File: src/rtl/srs_pkg.sv
package srs_pkg;

  // Kind of transfer chosen by the connection code
  typedef enum logic [2:0] {
    XF_NONE   = 3'd0,
    XF_BYTE   = 3'd1,
    XF_NIB    = 3'd2,
    XF_PAIR   = 3'd3,
    XF_DIRECT = 3'd4
  } xferKind_t;

  // Strobes passed from control to datapath for the current slot
  typedef struct packed {
    xferKind_t  kind;
    logic [1:0] srcField;  // nibble index in bit 0, or pair index
    logic [1:0] dstField;  // nibble index in bit 0, or pair index
    logic [7:0] dataByte;  // direct byte for XF_DIRECT
    logic       wrBank;    // frame buffer bank being filled
  } slotCmd_t;

endpackage

File: src/rtl/srs_ctrl.sv
module srs_ctrl
  import srs_pkg::*;
#(
  parameter int NUM_SLOTS = 8,
  parameter int SLOT_W    = $clog2(NUM_SLOTS)
) (
  input  logic              clk,
  input  logic              rst_n,
  input  logic              cmWe,
  input  logic [SLOT_W-1:0] cmAddr,
  input  logic [3:0]        cmCode,
  input  logic [7:0]        cmData,
  input  logic [1:0]        cmPos,
  output logic [SLOT_W-1:0] slotCnt,
  output logic [SLOT_W-1:0] rdSlot,
  output slotCmd_t          cmd
);

  localparam logic [SLOT_W-1:0] LAST_SLOT = SLOT_W'(NUM_SLOTS - 1);

  logic [3:0] codeMem [NUM_SLOTS];
  logic [7:0] dataMem [NUM_SLOTS];
  logic [1:0] posMem  [NUM_SLOTS];
  logic       wrBank;

  // Slot counter and bank toggle
  always_ff @(posedge clk) begin
    if (!rst_n) begin
      slotCnt <= '0;
      wrBank  <= 1'b0;
    end else begin
      if (slotCnt == LAST_SLOT) begin
        slotCnt <= '0;
        wrBank  <= ~wrBank;
      end else begin
        slotCnt <= slotCnt + 1'b1;
      end
    end
  end

  // Control memory, one entry per outgoing slot
  always_ff @(posedge clk) begin
    if (!rst_n) begin
      for (int i = 0; i < NUM_SLOTS; i++) begin
        codeMem[i] <= 4'b0000;
        dataMem[i] <= 8'h00;
        posMem[i]  <= 2'b00;
      end
    end else if (cmWe) begin
      codeMem[cmAddr] <= cmCode;
      dataMem[cmAddr] <= cmData;
      posMem[cmAddr]  <= cmPos;
    end
  end

  // Code decode for the current slot
  logic [3:0] curCode;
  logic [1:0] curPos;
  logic [7:0] curData;

  always_comb begin
    curCode = codeMem[slotCnt];
    curPos  = posMem[slotCnt];
    curData = dataMem[slotCnt];
    rdSlot  = SLOT_W'(int'(curData) % NUM_SLOTS);

    cmd.kind     = XF_NONE;
    cmd.srcField = 2'b00;
    cmd.dstField = 2'b00;
    cmd.dataByte = curData;
    cmd.wrBank   = wrBank;

    casez (curCode)
      4'b0001: cmd.kind = XF_BYTE;
      4'b001?: begin
        cmd.kind     = XF_NIB;
        cmd.srcField = {1'b0, curCode[0]};
        cmd.dstField = {1'b0, curPos[1]};
      end
      4'b01??: begin
        cmd.kind     = XF_PAIR;
        cmd.srcField = curCode[1:0];
        cmd.dstField = curPos;
      end
      4'b1001: cmd.kind = XF_DIRECT;
      default: cmd.kind = XF_NONE;
    endcase
  end


  slot_range_chk: assert property (@(posedge clk) disable iff (!rst_n)
    slotCnt <= LAST_SLOT);


  slot_step_chk: assert property (@(posedge clk) disable iff (!rst_n)
    (slotCnt != LAST_SLOT) |=> (slotCnt == $past(slotCnt) + 1'b1));


  bank_swap_chk: assert property (@(posedge clk) disable iff (!rst_n)
    (slotCnt == LAST_SLOT) |=> (wrBank != $past(wrBank)));


  bank_hold_chk: assert property (@(posedge clk) disable iff (!rst_n)
    (slotCnt != LAST_SLOT) |=> $stable(wrBank));

endmodule

File: src/rtl/srs_datapath.sv
module srs_datapath
  import srs_pkg::*;
#(
  parameter int NUM_SLOTS = 8,
  parameter int SLOT_W    = $clog2(NUM_SLOTS)
) (
  input  logic              clk,
  input  logic              rst_n,
  input  slotCmd_t          cmd,
  input  logic [SLOT_W-1:0] wrSlot,
  input  logic [SLOT_W-1:0] rdSlot,
  input  logic [7:0]        rxByte,
  output logic [7:0]        txByte,
  output logic [SLOT_W-1:0] txSlot
);

  localparam int BANKS = 2;

  logic [7:0] fbuf [BANKS][NUM_SLOTS];
  logic [7:0] srcByte;
  logic [7:0] merged;

  // Frame buffer: one bank fills while the other is read
  always_ff @(posedge clk) begin
    if (!rst_n) begin
      for (int b = 0; b < BANKS; b++)
        for (int s = 0; s < NUM_SLOTS; s++)
          fbuf[b][s] <= 8'hFF;
    end else begin
      fbuf[cmd.wrBank][wrSlot] <= rxByte;
    end
  end

  assign srcByte = fbuf[~cmd.wrBank][rdSlot];

  // Field extraction and placement; untouched bits stay at 1
  logic [1:0] pairBits;
  logic [3:0] nibBits;
  logic [7:0] pairMask, nibMask;
  logic [7:0] pairVal, nibVal;

  always_comb begin
    pairBits = srcByte[{cmd.srcField, 1'b0} +: 2];
    nibBits  = srcByte[{cmd.srcField[0], 2'b00} +: 4];
    pairMask = 8'h03 << {cmd.dstField, 1'b0};
    nibMask  = 8'h0F << {cmd.dstField[0], 2'b00};
    pairVal  = {6'b0, pairBits} << {cmd.dstField, 1'b0};
    nibVal   = {4'b0, nibBits} << {cmd.dstField[0], 2'b00};

    unique case (cmd.kind)
      XF_BYTE:   merged = srcByte;
      XF_NIB:    merged = ~nibMask | nibVal;
      XF_PAIR:   merged = ~pairMask | pairVal;
      XF_DIRECT: merged = cmd.dataByte;
      default:   merged = 8'hFF;
    endcase
  end

  always_ff @(posedge clk) begin
    if (!rst_n) begin
      txByte <= 8'hFF;
      txSlot <= '0;
    end else begin
      txByte <= merged;
      txSlot <= wrSlot;
    end
  end


  unassigned_ones_chk: assert property (@(posedge clk) disable iff (!rst_n)
    (cmd.kind == XF_NONE) |=> (txByte == 8'hFF));


  direct_byte_chk: assert property (@(posedge clk) disable iff (!rst_n)
    (cmd.kind == XF_DIRECT) |=> (txByte == $past(cmd.dataByte)));


  full_byte_chk: assert property (@(posedge clk) disable iff (!rst_n)
    (cmd.kind == XF_BYTE) |=> (txByte == $past(srcByte)));


  nib_ones_chk: assert property (@(posedge clk) disable iff (!rst_n)
    (cmd.kind == XF_NIB) |=> ($countones(txByte) >= 4));


  pair_ones_chk: assert property (@(posedge clk) disable iff (!rst_n)
    (cmd.kind == XF_PAIR) |=> ($countones(txByte) >= 6));

endmodule

File: src/rtl/srs_switch.sv
module srs_switch
  import srs_pkg::*;
#(
  parameter int NUM_SLOTS = 8,
  parameter int SLOT_W    = $clog2(NUM_SLOTS)
) (
  input  logic              clk,
  input  logic              rst_n,
  input  logic [7:0]        rxByte,
  output logic [SLOT_W-1:0] slotNow,
  input  logic              cmWe,
  input  logic [SLOT_W-1:0] cmAddr,
  input  logic [3:0]        cmCode,
  input  logic [7:0]        cmData,
  input  logic [1:0]        cmPos,
  output logic [7:0]        txByte,
  output logic [SLOT_W-1:0] txSlot
);

  slotCmd_t          cmd;
  logic [SLOT_W-1:0] rdSlot;

  srs_ctrl #(.NUM_SLOTS(NUM_SLOTS), .SLOT_W(SLOT_W)) u_ctrl (
    .clk     (clk),
    .rst_n   (rst_n),
    .cmWe    (cmWe),
    .cmAddr  (cmAddr),
    .cmCode  (cmCode),
    .cmData  (cmData),
    .cmPos   (cmPos),
    .slotCnt (slotNow),
    .rdSlot  (rdSlot),
    .cmd     (cmd)
  );

  srs_datapath #(.NUM_SLOTS(NUM_SLOTS), .SLOT_W(SLOT_W)) u_dp (
    .clk    (clk),
    .rst_n  (rst_n),
    .cmd    (cmd),
    .wrSlot (slotNow),
    .rdSlot (rdSlot),
    .rxByte (rxByte),
    .txByte (txByte),
    .txSlot (txSlot)
  );

endmodule

File: config.mk
export PLATFORM = sky130hd
export DESIGN_NAME = srs_switch
export DESIGN_NICKNAME = d
export VERILOG_FILES = /design/src/rtl/srs_pkg.sv /design/src/rtl/srs_ctrl.sv /design/src/rtl/srs_datapath.sv /design/src/rtl/srs_switch.sv
export SDC_FILE = /design/constraint.sdc
export NUM_CORES = 1
export LEC_CHECK = 0
export CAP_MARGIN = 10
export CORE_MARGIN = 2
export CORE_UTILIZATION = 50
export DETAILED_ROUTE_END_ITERATION = 10
export PLACE_DENSITY = 0.7
export SETUP_SLACK_MARGIN = 0.15
export SYNTH_ARGS = -nofsm -noshare
export SYNTH_HDL_FRONTEND = slang
export SYNTH_SLANG_ARGS = --single-unit
File: constraint.sdc
create_clock -name clk -period 3.46 [get_ports clk]
set_clock_uncertainty 0.15 [all_clocks]
set_input_delay 0.346 -clock clk [delete_from_list [all_inputs] [get_ports clk]]
set_output_delay 0.346 -clock clk [all_outputs]
set_load 0.02 [all_outputs]
## Word-level counts from Yosys, hierarchy flattened

Memories as Yosys holds them, arrays and structs flattened. A register that Yosys moved wholly into a read port is not among the register bits.
Index checks and enable logic that the tools add are counted.

| operators by class | value |
|---|---|
| shifts and indexed selects | 6 |
| bitwise logic cells | 8 |
| add/subtract/negate cells | 1 |
| reduce and logical (&&, ||, !) cells | 6 |
| equal/unequal tests | 9 |
| mux-type cells | 28 |
| $lt $le $gt $ge | 3 |

Operator list:

| operator | count |
|---|---|
| $mux W64 | 3 |
| $reduce_or A64 Y1 | 1 |
| $mux W8 | 4 |
| $pmux W8 S4 | 1 |
| $bmux W8 S3 | 1 |
| $demux W8 S3 | 1 |
| $mux W3 | 6 |
| $not A8 Y8 | 2 |
| $or A8 B8 Y8 | 2 |
| $pmux W3 S4 | 1 |
| $ge A4 B4 Y1 const B | 2 |
| $mux W1 | 8 |
| $not A3 Y4 | 2 |
| $pmux W4 S2 | 1 |
| $reduce_or A8 Y1 | 1 |
| $shiftx A8 B4 Y2 | 1 |
| $shiftx A8 B4 Y4 | 1 |
| $shl A2 B3 Y8 | 1 |
| $shl A2 B3 Y8 const A | 1 |
| $shl A4 B3 Y8 | 1 |
| $shl A4 B3 Y8 const A | 1 |
| $eq A3 B1 Y1 const B | 2 |
| $eq A3 B2 Y1 const B | 2 |
| $eq A3 B3 Y1 const B | 2 |
| other kinds (11) | 13 |

| storage, ports and cells | value |
|---|---|
| logic and storage cells | 69 |
| memories kept | 4 |
| flip-flop bits (word level) | 15 |
| input port bits | 28 |
| memory bits (writable) | 240 |
| output and inout port bits | 14 |

Memories:

| memory | words | bits a word | read ports | clocked after Yosys merged registers in | write ports | RTL line | RTL |
|---|---|---|---|---|---|---|---|
| u_dp.fbuf | 2 | 64 | 1 | 0 | 2 | srs_datapath.sv:19 | `logic [7:0] fbuf [BANKS][NUM_SLOTS];` |
| u_ctrl.dataMem | 8 | 8 | 1 | 1 | 8 | srs_ctrl.sv:22 | `logic [7:0] dataMem [NUM_SLOTS];` |
| u_ctrl.codeMem | 8 | 4 | 1 | 1 | 8 | srs_ctrl.sv:21 | `logic [3:0] codeMem [NUM_SLOTS];` |
| u_ctrl.posMem | 8 | 2 | 1 | 1 | 8 | srs_ctrl.sv:23 | `logic [1:0] posMem [NUM_SLOTS];` |

## Logic depth before layout (Yosys ltp)

An unclocked memory read counts as a cell.

| depth | value |
|---|---|
| depth after elaboration | 9 |
| depth in mapped cells | 12 |

## Modules after synthesis

Synthesis repeated with hierarchy kept, for this count alone.

| second synthesis, totals | value |
|---|---|
| cells, all modules | 779 |
| area, all modules | 11,735.0 µm² |

Modules (own cells, without submodules):

| module | cells each | instances | area an instance (µm²) |
|---|---|---|---|
| srs_datapath | 447 | 1 | 6,417.4 |
| srs_ctrl | 332 | 1 | 5,317.6 |

## Least setup slack after synthesis

No wires, ideal clock.

| path | value |
|---|---|
| path type | register -> register |
| start | register u_ctrl.slotCnt[0] |
| end | memory u_dp.fbuf[0][0] (netlist name) (enable) |
| required time | 2,926 ps |
| clock period less this slack | 3,434 ps |
| stages on the path, launching flop included | 9 |
| arrival time | 2,900 ps |
| setup slack | 26 ps |
| path buffers | 6 |
| cells stage by stage | dfxtp_1 -> buf_6 -> buf_12 -> buf_2 -> buf_1 -> clkbuf_1 -> nand2_1 -> clkbuf_1 -> o21ai_0 |

RTL lines:

| what | RTL line | RTL |
|---|---|---|
| start, declared | srs_ctrl.sv:14 | `output logic [SLOT_W-1:0] slotCnt,` |
| start signal, assigned | srs_ctrl.sv:36 | `slotCnt <= slotCnt + 1'b1;` |
| end, declared | srs_datapath.sv:19 |  |

==> results.md <==
- Final Wtd Congestion: about 0.93
- Worst R2R End: u_dp.txByte[4]$_SDFF_PN1_
- PortBufs: between 40 and 50
- Setup crit end: u_dp.txByte[4]$_SDFF_PN1_
- Initial antenna violation count: 0
- CTS buffer count: 27
- Post-Route WL: 27.70 mm
- Number of synthesized register bits: around 260
- Post-synth top flop: edfxtp_1
- Syn Std Cell Area: ~0.012 mm^2
- Largest net degree at the start of global routing: 40
- Worst r2r path cells: 9
- RR Startpoint: u_ctrl.slotCnt[0]$_SDFF_PP0_
- Cell Rows: 55
- CTS root buf: clkbuf_16
- GRT overflow: 0
- DIE HEIGHT: between 150 and 200 um
- VDD IR-drop max: between 0.4 and 0.5 mV
- FMAX: roughly 0.31 GHz
- Share of cells above drive strength 1: 0.2110
- Core footprint: about 0.023 mm^2
- Sequential area share after synthesis: 0.6466
- CP required: between 3 and 4 ns
- Cell Pwr Density: 536.8 mW/mm^2
- DP HPWL: around 19 mm
- Max-cap viol count: 0
- I/O pins: 42
- Setup CP Type: reg -> reg
- Area delta synth->final: 16.11%
- Layout filler cell count: 1742
- Commonest non-fill, non-tap cell in the layout: edfxtp_1
- Initial Util: 0.5113
- Final worst slack: 0.2307 ns
- Routed via count: around 6.9k
- Tcrit/Tclk final: 0.9333
- Flop-to-flop setup slack: 0.23 ns
- DRC: 0
- Syn avg cell area: 15.08 um^2
- CP Data Arrival Time: between 3 and 4 ns
- DIE AREA: approximately 0.024 mm^2
- Slew @ Worst Pin: 1.036 ns
- Worst Setup Start Kind: flip-flop
- Synth async-reset ratio: 0
- Period minus WS final: between 3 and 4 ns
- Crit path max fanout: 27
- Rel. slew slack: 0.3048
- Crit. End Element: flip-flop
- Pre-CTS setup slack: about 0.0038 ns
- Cells after synthesis: 770
- Status: completed
- Final Hold Fails: 0
- Drt via density: approximately 6
- Vias in the first global route: just over 7k
- First drt pass iteration count: 5
- Antenna cells: 0
- Worst setup path start: u_ctrl.slotCnt[0]$_SDFF_PP0_
- Clock transition at path regs: around 0.06 ns
- Commonest non-fill, non-tap cells in the layout: edfxtp_1, and2_1, buf_4, nand2_1, mux2i_1
- Yosys cell types: 48
- Die W: ~160 um
- CTS tree: yes
- Yosys warning total: 0
- Post-synth EDFFs: between 200 and 250
- Post-Syn Nets: 800
- Final #Nets: 882
- Leak: approximately 4.4 nW
- Drt initial violations: a little under 500
- First-pass GRT wire length: 41.90 mm
- Setup TNS: 0 ns
- Global Route Usage Sum: 0.2317
- RSZ-0062 raised after global routing: false
- Hold WC Path Type: in -> reg
- Routed WL per cell: 23.94 um
- Clock Sinks: roughly 260
- Max clock buf depth: 3
- Skew-Pair Late Insertion Delay: around 0.53 ns
- # H-tree levels: 1
- Max Slew Vio Count: 0
- Final ANT Viol Nets: 0
- Setup-failing EPs final: 0
[how the worst min path moves through the flow]
stage | cells past startpoint | start | endpoint
after floorplan | 1 | rxByte[0] | u_dp.fbuf[0][16]$_SDFFCE_PN1P_
after global placement | 2 | u_ctrl.slotCnt[0]$_SDFF_PP0_ | u_ctrl.slotCnt[0]$_SDFF_PP0_
after detailed placement | 2 | u_ctrl.slotCnt[0]$_SDFF_PP0_ | u_ctrl.slotCnt[0]$_SDFF_PP0_
after CTS | 3 | rst_n | u_dp.fbuf[0][0]$_SDFFCE_PN1P_
after global routing | 3 | rst_n | u_dp.fbuf[0][8]$_SDFFCE_PN1P_
final | 3 | rst_n | u_dp.fbuf[0][0]$_SDFFCE_PN1P_
[cells in the mapped netlist (9+ instances only)]
library cell	count	area [um^2]
edfxtp_1	240	7207
and2_1	117	732.0
nand2_1	44	165.2
mux2i_1	43	430.4
mux4_2	40	900.9
nand2b_1	32	200.2
clkbuf_1	28	105.1
or2_2	27	168.9
nor2_1	24	90.09
or3_1	24	150.1
o21ai_0	20	100.1
dfxtp_1	15	300.3
mux2_2	13	146.4
nor3_1	12	60.06
mux4_1	9	236.5
nor2b_1	9	56.30
[registers in the layout (all words and copies together) (netlist names)]
register	flops
u_dp.txSlot	3
u_dp.fbuf	128
u_ctrl.slotCnt	3
u_dp.txByte	8
u_ctrl.dataMem	64
u_ctrl.codeMem	32
u_ctrl.posMem	16
u_ctrl.wrBank	1
[stage by stage]
step / hold WS [ns] / cells / total power [mW] / area, um^2 / utilization
2_1_floorplan: 0.3738 / 770 / 4.208 / 11610 / -
3_3_place_gp: 0.5684 / 1106 / 4.562 / 12580 / 0.5541
3_5_place_dp: 0.5916 / 1106 / 4.595 / 12580 / 0.5541
4_1_cts: 0.2557 / 1155 / 7.254 / 13430 / 0.5915
5_1_grt: 0.2861 / 1157 / 7.454 / 13480 / 0.5937
6_report: 0.2845 / 1157 / 7.238 / 13480 / 0.5937
[worst max-delay path, cell delays in order (launching register included)]
cell      delay [ns]
dfxtp_4         0.38
mux2_1          0.33
mux4_2          0.51
buf_12          0.21
mux2_4          0.31
a221o_1         0.33
a31oi_4         0.18
or4b_4          0.19
a311oi_4        0.11
a2111o_1        0.41
[what timing repair did]
action                                  4_1_cts  5_1_grt
buffers inserted                              0        2
endpoints found under the setup margin        8        8
gates resized for setup                       7        5
hold buffers                                  0        0
[cell families (layout without fill, tap and decap cells)]
logic type	Yosys count	after routing	synth area share
simple gates	304	304	0.1490
fa+ha+maj	2	2	0.002155
buf+inv	44	146	0.01821
flops	255	255	0.6466
compound gates	57	57	0.03341
xor+xnor	1	1	0.0007544
mux	107	107	0.1499
[routing by layer]
| metal | GRT usage | share of wire | wire length, um |
|---|---|---|---|
| met5 | 0 | 0 | 0 |
| met2 | 0.4122 | 0.52 | 14370 |
| met1 | 0.2845 | 0.38 | 10620 |
| met4 | 0.07689 | 0.028 | 775 |
| met3 | 0.04542 | 0.070 | 1931 |
[report_power, final]
part | internal [mW] | switching [mW] | leakage [nW]
Clock | 1.52 | 1.15 | 0.402
Sequential | 3.53 | 0.0485 | 2.21
Combinational | 0.416 | 0.570 | 1.80
[area by class of cell]
| class | instances | area (um^2) | area share |
|---|---|---|---|
| flip-flops and latches | 255 | 7511 | 0.5571 |
| multi-input cells | 471 | 3959 | 0.2936 |
| repair buffers | 94 | 829.5 | 0.06153 |
| clock buffers | 39 | 760.7 | 0.05643 |
| well taps | 285 | 356.6 | 0.02645 |
| clock inverters | 10 | 53.80 | 0.003991 |
| inverters | 3 | 11.26 | 0.0008353 |
Power figures use the tool's default switching activity.
